[config.mk]
export PLATFORM = sky130hd
export DESIGN_NAME = vdev_legacy_regs
export DESIGN_NICKNAME = d
export VERILOG_FILES = /design/src/rtl/vreg_pkg.sv /design/src/rtl/vreg_ctrl.sv /design/src/rtl/vreg_data.sv /design/src/rtl/vdev_legacy_regs.sv
export SDC_FILE = /design/constraint.sdc
export NUM_CORES = 1
export LEC_CHECK = 0
export ABC_CLOCK_PERIOD_IN_PS = 5100
export CELL_PAD_IN_SITES_DETAIL_PLACEMENT = 2
export CELL_PAD_IN_SITES_GLOBAL_PLACEMENT = 2
export CORE_ASPECT_RATIO = 1.25
export CORE_UTILIZATION = 38
export DETAILED_ROUTE_END_ITERATION = 10
export PLACE_DENSITY = 0.88
export SLEW_MARGIN = 10
export SYNTH_ARGS = -nofsm -noshare
export SYNTH_HDL_FRONTEND = slang
export SYNTH_HIERARCHICAL = 1
export SYNTH_SLANG_ARGS = --single-unit
[constraint.sdc]
create_clock -name clk -period 5.1 [get_ports clk]
set_clock_uncertainty 0.15 [all_clocks]
set_input_delay 1.02 -clock clk [delete_from_list [all_inputs] [get_ports clk]]
set_output_delay 1.02 -clock clk [all_outputs]
set_load 0.01 [all_outputs]
[src/rtl/vreg_pkg.sv]
package vreg_pkg;

  typedef enum logic [1:0] {
    SZ_BYTE = 2'd0,
    SZ_HALF = 2'd1,
    SZ_WORD = 2'd2
  } accSize_e;

  typedef enum logic [3:0] {
    RS_NONE,
    RS_HFEAT,
    RS_GFEAT,
    RS_PFN,
    RS_QNUM,
    RS_QSEL,
    RS_NOTIFY,
    RS_STATUS,
    RS_ISR,
    RS_CVEC,
    RS_QVEC,
    RS_DEV
  } regSel_e;

  // strobes from decode to the register datapath
  typedef struct packed {
    logic        rdEn;
    regSel_e     rdSel;
    logic        wrGfeat;
    logic        wrPfn;
    logic        wrQsel;
    logic        wrStatus;
    logic        wrCvec;
    logic        wrQvec;
    logic        notify;
    logic        rdIsr;
    logic        devReset;
    logic [31:0] wval;
  } ctrlStrb_t;

  localparam int          BAD_FEAT_BIT = 30;
  localparam logic [31:0] FIXED_CAPS   = (32'd1 << 24) | (32'd1 << 28) | (32'd1 << BAD_FEAT_BIT);
  localparam logic [15:0] NO_VECTOR    = 16'hFFFF;

  function automatic logic [31:0] sizeMask(input accSize_e s, input logic [31:0] v);
    case (s)
      SZ_BYTE: sizeMask = {24'h0, v[7:0]};
      SZ_HALF: sizeMask = {16'h0, v[15:0]};
      default: sizeMask = v;
    endcase
  endfunction

endpackage

[src/rtl/vreg_ctrl.sv]
module vreg_ctrl
  import vreg_pkg::*;
#(
  parameter int ADDR_W     = 8,
  parameter int NUM_QUEUES = 4
) (
  input  logic              accValid,
  input  logic              accWrite,
  input  logic [ADDR_W-1:0] accAddr,
  input  logic [1:0]        accSize,
  input  logic [31:0]       accWdata,
  input  logic              msgEnable,
  output ctrlStrb_t         strb,
  output logic              devReq,
  output logic              devWrite,
  output logic [ADDR_W-1:0] devOffset,
  output logic [1:0]        devSize,
  output logic [31:0]       devWdata
);

  localparam logic [ADDR_W-1:0] BASE_MSG = ADDR_W'(24);
  localparam logic [ADDR_W-1:0] BASE_LEG = ADDR_W'(20);

  logic [ADDR_W-1:0] devBase;
  logic              inDev;
  logic [31:0]       wMasked;
  regSel_e           sel;
  logic              doWrite;

  assign devBase = msgEnable ? BASE_MSG : BASE_LEG;
  assign inDev   = accAddr >= devBase;
  assign wMasked = sizeMask(accSize_e'(accSize), accWdata);
  assign doWrite = accValid && accWrite;

  // offset decode; vector slots only exist below the message-mode boundary
  always_comb begin
    sel = RS_NONE;
    if (inDev) begin
      sel = RS_DEV;
    end else begin
      case (accAddr)
        ADDR_W'(0):  sel = RS_HFEAT;
        ADDR_W'(4):  sel = RS_GFEAT;
        ADDR_W'(8):  sel = RS_PFN;
        ADDR_W'(12): sel = RS_QNUM;
        ADDR_W'(14): sel = RS_QSEL;
        ADDR_W'(16): sel = RS_NOTIFY;
        ADDR_W'(18): sel = RS_STATUS;
        ADDR_W'(19): sel = RS_ISR;
        ADDR_W'(20): sel = RS_CVEC;
        ADDR_W'(22): sel = RS_QVEC;
        default:     sel = RS_NONE;
      endcase
    end
  end

  always_comb begin
    strb       = '0;
    strb.wval  = wMasked;
    strb.rdEn  = accValid && !accWrite;
    strb.rdSel = sel;
    strb.rdIsr = accValid && !accWrite && (sel == RS_ISR);
    if (doWrite) begin
      case (sel)
        RS_GFEAT: strb.wrGfeat = 1'b1;
        RS_PFN: begin
          if (wMasked == 32'h0) strb.devReset = 1'b1;
          else                  strb.wrPfn    = 1'b1;
        end
        RS_QSEL:   strb.wrQsel = wMasked < 32'(NUM_QUEUES);
        RS_NOTIFY: strb.notify = wMasked < 32'(NUM_QUEUES);
        RS_STATUS: begin
          if (wMasked[7:0] == 8'h00) strb.devReset = 1'b1;
          else                       strb.wrStatus = 1'b1;
        end
        RS_CVEC: strb.wrCvec = 1'b1;
        RS_QVEC: strb.wrQvec = 1'b1;
        default: ;
      endcase
    end
  end

  assign devReq    = accValid && inDev;
  assign devWrite  = accWrite;
  assign devOffset = accAddr - devBase;
  assign devSize   = accSize;
  assign devWdata  = wMasked;

endmodule

[src/rtl/vreg_data.sv]
module vreg_data
  import vreg_pkg::*;
#(
  parameter int          NUM_QUEUES        = 4,
  parameter int          NUM_VECTORS       = 3,
  parameter logic [15:0] QUEUE_SIZE        = 16'd128,
  parameter logic [31:0] HOST_FEATURES     = 32'h0000_0021,
  parameter logic [31:0] FALLBACK_FEATURES = 32'h0000_0000,
  localparam int         QIDX_W            = (NUM_QUEUES > 1) ? $clog2(NUM_QUEUES) : 1
) (
  input  logic              clk,
  input  logic              rstN,
  input  ctrlStrb_t         strb,
  input  logic [1:0]        accSize,
  input  logic [31:0]       devRdData,
  input  logic              msgEnable,
  input  logic              evtValid,
  input  logic              evtIsCfg,
  input  logic [QIDX_W-1:0] evtQueue,
  output logic [31:0]       rdData,
  output logic              irqLine,
  output logic              msgReq,
  output logic [15:0]       msgVector,
  output logic              qNotify,
  output logic [QIDX_W-1:0] qNotifyIdx
);

  logic [31:0]       gfeatReg;
  logic [7:0]        statusReg;
  logic [7:0]        isrReg;
  logic [QIDX_W-1:0] qselReg;
  logic [15:0]       cvecReg;
  logic [31:0]       pfnReg  [NUM_QUEUES];
  logic [15:0]       qvecReg [NUM_QUEUES];

  logic [7:0]  evtBits;
  logic [15:0] evtVec;
  logic [31:0] rdVal;

  function automatic logic [15:0] vecClaim(input logic [31:0] v);
    vecClaim = (v < 32'(NUM_VECTORS)) ? v[15:0] : NO_VECTOR;
  endfunction

  assign evtBits = !evtValid ? 8'h00 : (evtIsCfg ? 8'h03 : 8'h01);
  assign evtVec  = evtIsCfg ? cvecReg :
                   (32'(evtQueue) < NUM_QUEUES) ? qvecReg[evtQueue] : NO_VECTOR;

  always_ff @(posedge clk) begin
    if (!rstN || strb.devReset) begin
      gfeatReg  <= '0;
      statusReg <= '0;
      isrReg    <= '0;
      qselReg   <= '0;
      cvecReg   <= NO_VECTOR;
      for (int i = 0; i < NUM_QUEUES; i++) begin
        pfnReg[i]  <= '0;
        qvecReg[i] <= NO_VECTOR;
      end
    end else begin
      if (strb.wrGfeat)
        gfeatReg <= strb.wval[BAD_FEAT_BIT] ? FALLBACK_FEATURES : strb.wval;
      if (strb.wrPfn)    pfnReg[qselReg]  <= strb.wval;
      if (strb.wrQsel)   qselReg          <= strb.wval[QIDX_W-1:0];
      if (strb.wrStatus) statusReg        <= strb.wval[7:0];
      if (strb.wrCvec)   cvecReg          <= vecClaim(strb.wval);
      if (strb.wrQvec)   qvecReg[qselReg] <= vecClaim(strb.wval);
      // a new event wins over a read-clear in the same cycle
      isrReg <= (strb.rdIsr ? 8'h00 : isrReg) | evtBits;
    end
  end

  always_comb begin
    case (strb.rdSel)
      RS_HFEAT:  rdVal = HOST_FEATURES | FIXED_CAPS;
      RS_GFEAT:  rdVal = gfeatReg;
      RS_PFN:    rdVal = pfnReg[qselReg];
      RS_QNUM:   rdVal = 32'(QUEUE_SIZE);
      RS_QSEL:   rdVal = 32'(qselReg);
      RS_STATUS: rdVal = 32'(statusReg);
      RS_ISR:    rdVal = 32'(isrReg);
      RS_CVEC:   rdVal = 32'(cvecReg);
      RS_QVEC:   rdVal = 32'(qvecReg[qselReg]);
      RS_DEV:    rdVal = devRdData;
      default:   rdVal = 32'hFFFF_FFFF;
    endcase
  end

  always_ff @(posedge clk) begin
    if (!rstN) begin
      rdData     <= '0;
      msgReq     <= 1'b0;
      msgVector  <= '0;
      qNotify    <= 1'b0;
      qNotifyIdx <= '0;
    end else begin
      if (strb.rdEn) rdData <= sizeMask(accSize_e'(accSize), rdVal);
      msgReq     <= evtValid && msgEnable && (evtVec != NO_VECTOR);
      msgVector  <= evtVec;
      qNotify    <= strb.notify;
      qNotifyIdx <= strb.wval[QIDX_W-1:0];
    end
  end

  assign irqLine = !msgEnable && isrReg[0];

  assert_reset_clears_R5: assert property (@(posedge clk) disable iff (!rstN)
    strb.devReset |=> (statusReg == 8'h00 && qselReg == '0 && cvecReg == NO_VECTOR && isrReg == 8'h00));

  assert_isr_read_clear_R7: assert property (@(posedge clk) disable iff (!rstN)
    (strb.rdIsr && !evtValid) |=> (isrReg == 8'h00));

  assert_qsel_in_range_R3: assert property (@(posedge clk) disable iff (!rstN)
    32'(qselReg) < NUM_QUEUES);

  assert_vec_claimed_R10: assert property (@(posedge clk) disable iff (!rstN)
    (cvecReg == NO_VECTOR) || (32'(cvecReg) < NUM_VECTORS));

  assert_msg_has_cause_R9: assert property (@(posedge clk) disable iff (!rstN)
    msgReq |-> $past(evtValid && msgEnable));

  assert_rd_hold_R13: assert property (@(posedge clk) disable iff (!rstN)
    !strb.rdEn |=> $stable(rdData));

endmodule

[src/rtl/vdev_legacy_regs.sv]
module vdev_legacy_regs
  import vreg_pkg::*;
#(
  parameter int          ADDR_W            = 8,
  parameter int          NUM_QUEUES        = 4,
  parameter int          NUM_VECTORS       = 3,
  parameter logic [15:0] QUEUE_SIZE        = 16'd128,
  parameter logic [31:0] HOST_FEATURES     = 32'h0000_0021,
  parameter logic [31:0] FALLBACK_FEATURES = 32'h0000_0000,
  localparam int         QIDX_W            = (NUM_QUEUES > 1) ? $clog2(NUM_QUEUES) : 1
) (
  input  logic              clk,
  input  logic              rstN,
  input  logic              accValid,
  input  logic              accWrite,
  input  logic [ADDR_W-1:0] accAddr,
  input  logic [1:0]        accSize,
  input  logic [31:0]       accWdata,
  output logic [31:0]       rdData,
  input  logic              msgEnable,
  input  logic              evtValid,
  input  logic              evtIsCfg,
  input  logic [QIDX_W-1:0] evtQueue,
  output logic              irqLine,
  output logic              msgReq,
  output logic [15:0]       msgVector,
  output logic              qNotify,
  output logic [QIDX_W-1:0] qNotifyIdx,
  output logic              devReq,
  output logic              devWrite,
  output logic [ADDR_W-1:0] devOffset,
  output logic [1:0]        devSize,
  output logic [31:0]       devWdata,
  input  logic [31:0]       devRdData
);

  ctrlStrb_t strbW;

  vreg_ctrl #(
    .ADDR_W    (ADDR_W),
    .NUM_QUEUES(NUM_QUEUES)
  ) ctrlInst (
    .accValid (accValid),
    .accWrite (accWrite),
    .accAddr  (accAddr),
    .accSize  (accSize),
    .accWdata (accWdata),
    .msgEnable(msgEnable),
    .strb     (strbW),
    .devReq   (devReq),
    .devWrite (devWrite),
    .devOffset(devOffset),
    .devSize  (devSize),
    .devWdata (devWdata)
  );

  vreg_data #(
    .NUM_QUEUES       (NUM_QUEUES),
    .NUM_VECTORS      (NUM_VECTORS),
    .QUEUE_SIZE       (QUEUE_SIZE),
    .HOST_FEATURES    (HOST_FEATURES),
    .FALLBACK_FEATURES(FALLBACK_FEATURES)
  ) dataInst (
    .clk       (clk),
    .rstN      (rstN),
    .strb      (strbW),
    .accSize   (accSize),
    .devRdData (devRdData),
    .msgEnable (msgEnable),
    .evtValid  (evtValid),
    .evtIsCfg  (evtIsCfg),
    .evtQueue  (evtQueue),
    .rdData    (rdData),
    .irqLine   (irqLine),
    .msgReq    (msgReq),
    .msgVector (msgVector),
    .qNotify   (qNotify),
    .qNotifyIdx(qNotifyIdx)
  );

endmodule

==> summary.md <==
| Metric | Value |
|---|---|
| Type of origin of the critical path | `input pin` |
| Initial antenna violation count | `0` |
| Worst Hold Class | `reg -> reg` |
| IO Port Bufs | `~180` |
| Slowest library cell on the worst path | `nor2b_2` |
| CP Class | `in -> reg` |
| Syn avg cell area | `roughly 12 um2` |
| Placer Congestion | `0.8215` |
| Die height | `224.4 um` |
| Setup crit end kind | `flop` |
| Dpl hpwl | `between 40,000 and 50,000 um` |
| Post-Synth Adder-Cell Area | `0.2997%` |
| RSZ-0062 raised after global routing | `false` |
| Worst EP required | `5.19 ns` |
| Area growth syn-to-layout | `22.64%` |
| Final Cycle Share | `93.24%` |
| Worst skew pair latency | `around 0.54 ns` |
| Fraction of layout cells with a size suffix above 1 | `14.59%` |
| Leak | `approximately 6.6 nW` |
| Worst Path Arrival | `4.84 ns` |
| CTS clock-pin slew for the worst setup and hold paths | `0.06 ns` |
| Slew headroom | `between 15 and 20%` |
| Vias | `11,900` |
| Synth Register Bits | `about 310` |
| Ys Warns | `6` |
| CTS tree | `yes` |
| Die ar. | `0.04036 mm2` |
| Post-CTS Setup Bufs | `0` |
| Mapped Cells | `around 1,300` |
| DRT Wirelength | `60,550 um` |
| Final nets | `1,513` |
| Hold_buf cts | `0` |
| Least-Margin Pin Slew | `roughly 1.2 ns` |
| Ys flop type | `edfxtp_1` |
| Synthesized area | `approximately 0.015 mm2` |
| Setup violators final | `0` |
| Worst path cell trace | `clkdlybuf4s50_1, inv_1, ha_1, fa_1, and2b_2, a211oi_4, nand3_1, a21boi_0, nor2b_2, nand2_1, or3_1, buf_4, nand2b_1` |
| Maximum clock insertion buffer count | `3` |
| Simple-gate portion of the synthesized area | `20.60%` |
| Setup slack, reg-to-reg | `slightly above 2 ns` |
| Initial DRC Count | `1,038` |
| PD cells | `between 300 and 400 mW/mm2` |
| Peak VDD IR | `179.8 uV` |
| Worst path max stage delay | `0.84 ns` |
| Multiplexer share of the synthesized area | `11.26%` |
| Largest family of logic cells by synthesized area | `simple AND/OR/NAND/NOR gates` |
| Clock buffer count from CTS | `34` |
| Starting Density | `38.52%` |
| Sequential-to-total area share from yosys stat | `53.41%` |
| Netlist cell types | `72` |
| Diode count | `0` |
| Max frequency | `roughly 0.21 GHz` |
| Maxcap violations | `0` |
| Core box area | `~0.039 mm2` |
| Row count | `81` |
| Final hold viol count | `0` |
| CTS resizes | `0` |
| Failing checks | `design-rule violations` |
| Root buf cell | `clkbuf_16` |
| Average vias per placed instance | `between 6 and 7` |
| 1st-pass router iterations | `9` |
| Sum Neg Setup Slack | `0 ns` |
| Global-route wire length before repair | `89,890 um` |
| # DRC | `10` |
| Routed len/inst | `between 30 and 40 um` |
| Routed Antenna Nets | `0` |
| Io pins | `180` |
| Die W | `179.9 um` |
| Syn_nets | `between 1,000 and 1,500` |
| Largest net degree at the start of global routing | `41` |
| Slew Viols, Final | `0` |
| XOR/XNOR Fraction of Synth Area | `0.2914%` |
| Crit Path Max Fanout | `27` |
| CTS sink count | `305` |
| Async SR Flop Fraction | `0%` |
| H-Tree Depth | `2` |
| Minimum clock period | `between 4 and 5 ns` |
| Grt ovf | `0` |
| GRT Total Usage | `a little under a third` |
| Fin Hold WS | `0.3270 ns` |
| Compound-cell area share of the yosys netlist | `8.608%` |
| EDFF count, synth | `192` |
| Vias in the first global route | `13,390` |
| Status | `finished with violations` |
[synth_stat cells, types with 5 or more instances]
cell | n | share of area (%)
or2_1 | 8 | 0.33
buf_4 | 48 | 2.4
clkbuf_1 | 72 | 1.8
a31o_1 | 8 | 0.47
nand2b_1 | 64 | 2.7
edfxtp_1 | 192 | 38
inv_1 | 12 | 0.30
a221oi_1 | 5 | 0.29
nand2_1 | 70 | 1.7
a21oi_1 | 63 | 2.1
nand3b_1 | 10 | 0.50
a222oi_1 | 22 | 1.5
dfxtp_1 | 113 | 15
mux4_2 | 51 | 7.6
a32o_1 | 13 | 0.87
o21ai_1 | 5 | 0.17
and3_1 | 49 | 2.0
nor4_1 | 16 | 0.67
o21ai_0 | 6 | 0.20
mux2i_1 | 51 | 3.4
and2_1 | 118 | 4.9
nand4_1 | 14 | 0.58
or3_1 | 15 | 0.62
buf_2 | 25 | 0.83
nand3_1 | 12 | 0.40
a31oi_1 | 5 | 0.21
a22oi_1 | 26 | 1.3
nor2b_1 | 64 | 2.7
nor2_1 | 51 | 1.3
[per-layer routing]
| layer | global-route usage, % | wire [um] |
|---|---|---|
| met1 | 34.40 | 22170 |
| met2 | 53.95 | 31270 |
| met3 | 4.404 | 3699 |
| met4 | 17.46 | 3417 |
| met5 | 0 | 0 |
[critical path, delay by kind of cell]
kind	cells	cell delay (ns)
compound gates	2	0.22
fa+ha+maj	2	0.66
buf+inv	3	0.82
simple gates	6	2.10
[where the power goes]
part	total (mW)	leakage [nW]	switching [mW]	internal [mW]
Combinational	0.613	3.29	0.344	0.269
Sequential	2.75	2.85	0.0529	2.70
Clock	2.38	0.514	1.04	1.33
Total	5.74	6.65	1.44	4.30
[kinds of logic after synthesis]
group | Yosys count
AOI/OAI and AO/OA | 178
buffers and inverters | 161
muxes | 105
xor gates and xnor gates | 5
adders and majority gates | 3
DFF | 305
and+or+nand+nor | 527
[placed cells by master, fill, tap and decap left out, types with 10 or more instances in the layout]
cell             instances
or3_1                   15
nand4_1                 14
nand3b_1                10
and3_1                  49
edfxtp_1               192
a21oi_1                 62
nor2_1                  51
clkbuf_16               34
nor2b_1                 62
nand3_1                 12
nand2b_1                64
nand2_1                 70
inv_1                   12
nor4_1                  14
and2_1                 118
dfxtp_1                111
mux2i_1                 51
mux4_2                  51
clkdlybuf4s50_1        179
a22oi_1                 26
buf_4                   71
a222oi_1                22
a32o_1                  13
[registers in the layout, summed over array words and instances (netlist names), named ones only]
| signal | flops |
|---|---|
| dataInst/qNotify | 1 |
| dataInst/gfeatReg | 31 |
| dataInst/cvecReg | 16 |
| dataInst/qvecReg | 64 |
| dataInst/isrReg | 2 |
| dataInst/msgVector | 16 |
| dataInst/qNotifyIdx | 2 |
| dataInst/qselReg | 2 |
| dataInst/msgReq | 1 |
| dataInst/statusReg | 8 |
| dataInst/rdData | 32 |
| dataInst/pfnReg | 128 |
[layout make-up]
| type | count | area (um2) |
|---|---|---|
| clock inverter | 18 | 131.4 |
| timing repair buffer | 256 | 2445 |
| clock buffer | 44 | 918.4 |
| tap | 498 | 623.1 |
| inverter | 12 | 45.04 |
| sequential | 305 | 8033 |
| fill | 3766 | 20590 |
| multi-input combinational | 818 | 6236 |
[stage by stage]
step	util [%]	power, mW	area (um2)	cells	worst slack (ns)
floorplan	-	3.062	15030	1284	0.8227
global placement	44.55	3.357	17380	1889	0.2074
detailed placement	44.55	3.398	17380	1889	-0.01185
CTS	47.24	5.762	18430	1951	0.3801
global route	47.24	5.884	18430	1951	0.2067
finish	47.24	5.741	18430	1951	0.3447
[path summary, 6_finish.rpt]
check / to / start / cells past startpoint
setup / recovery: dataInst/qvecReg[2][11] / accAddr[2] / 13
hold reg to reg: dataInst/rdData[14] / dataInst/rdData[14] / 2
hold / removal: dataInst/rdData[14] / dataInst/rdData[14] / 2
setup reg to reg: dataInst/rdData[27] / flop / 5
(Power assumes the default switching activity.)
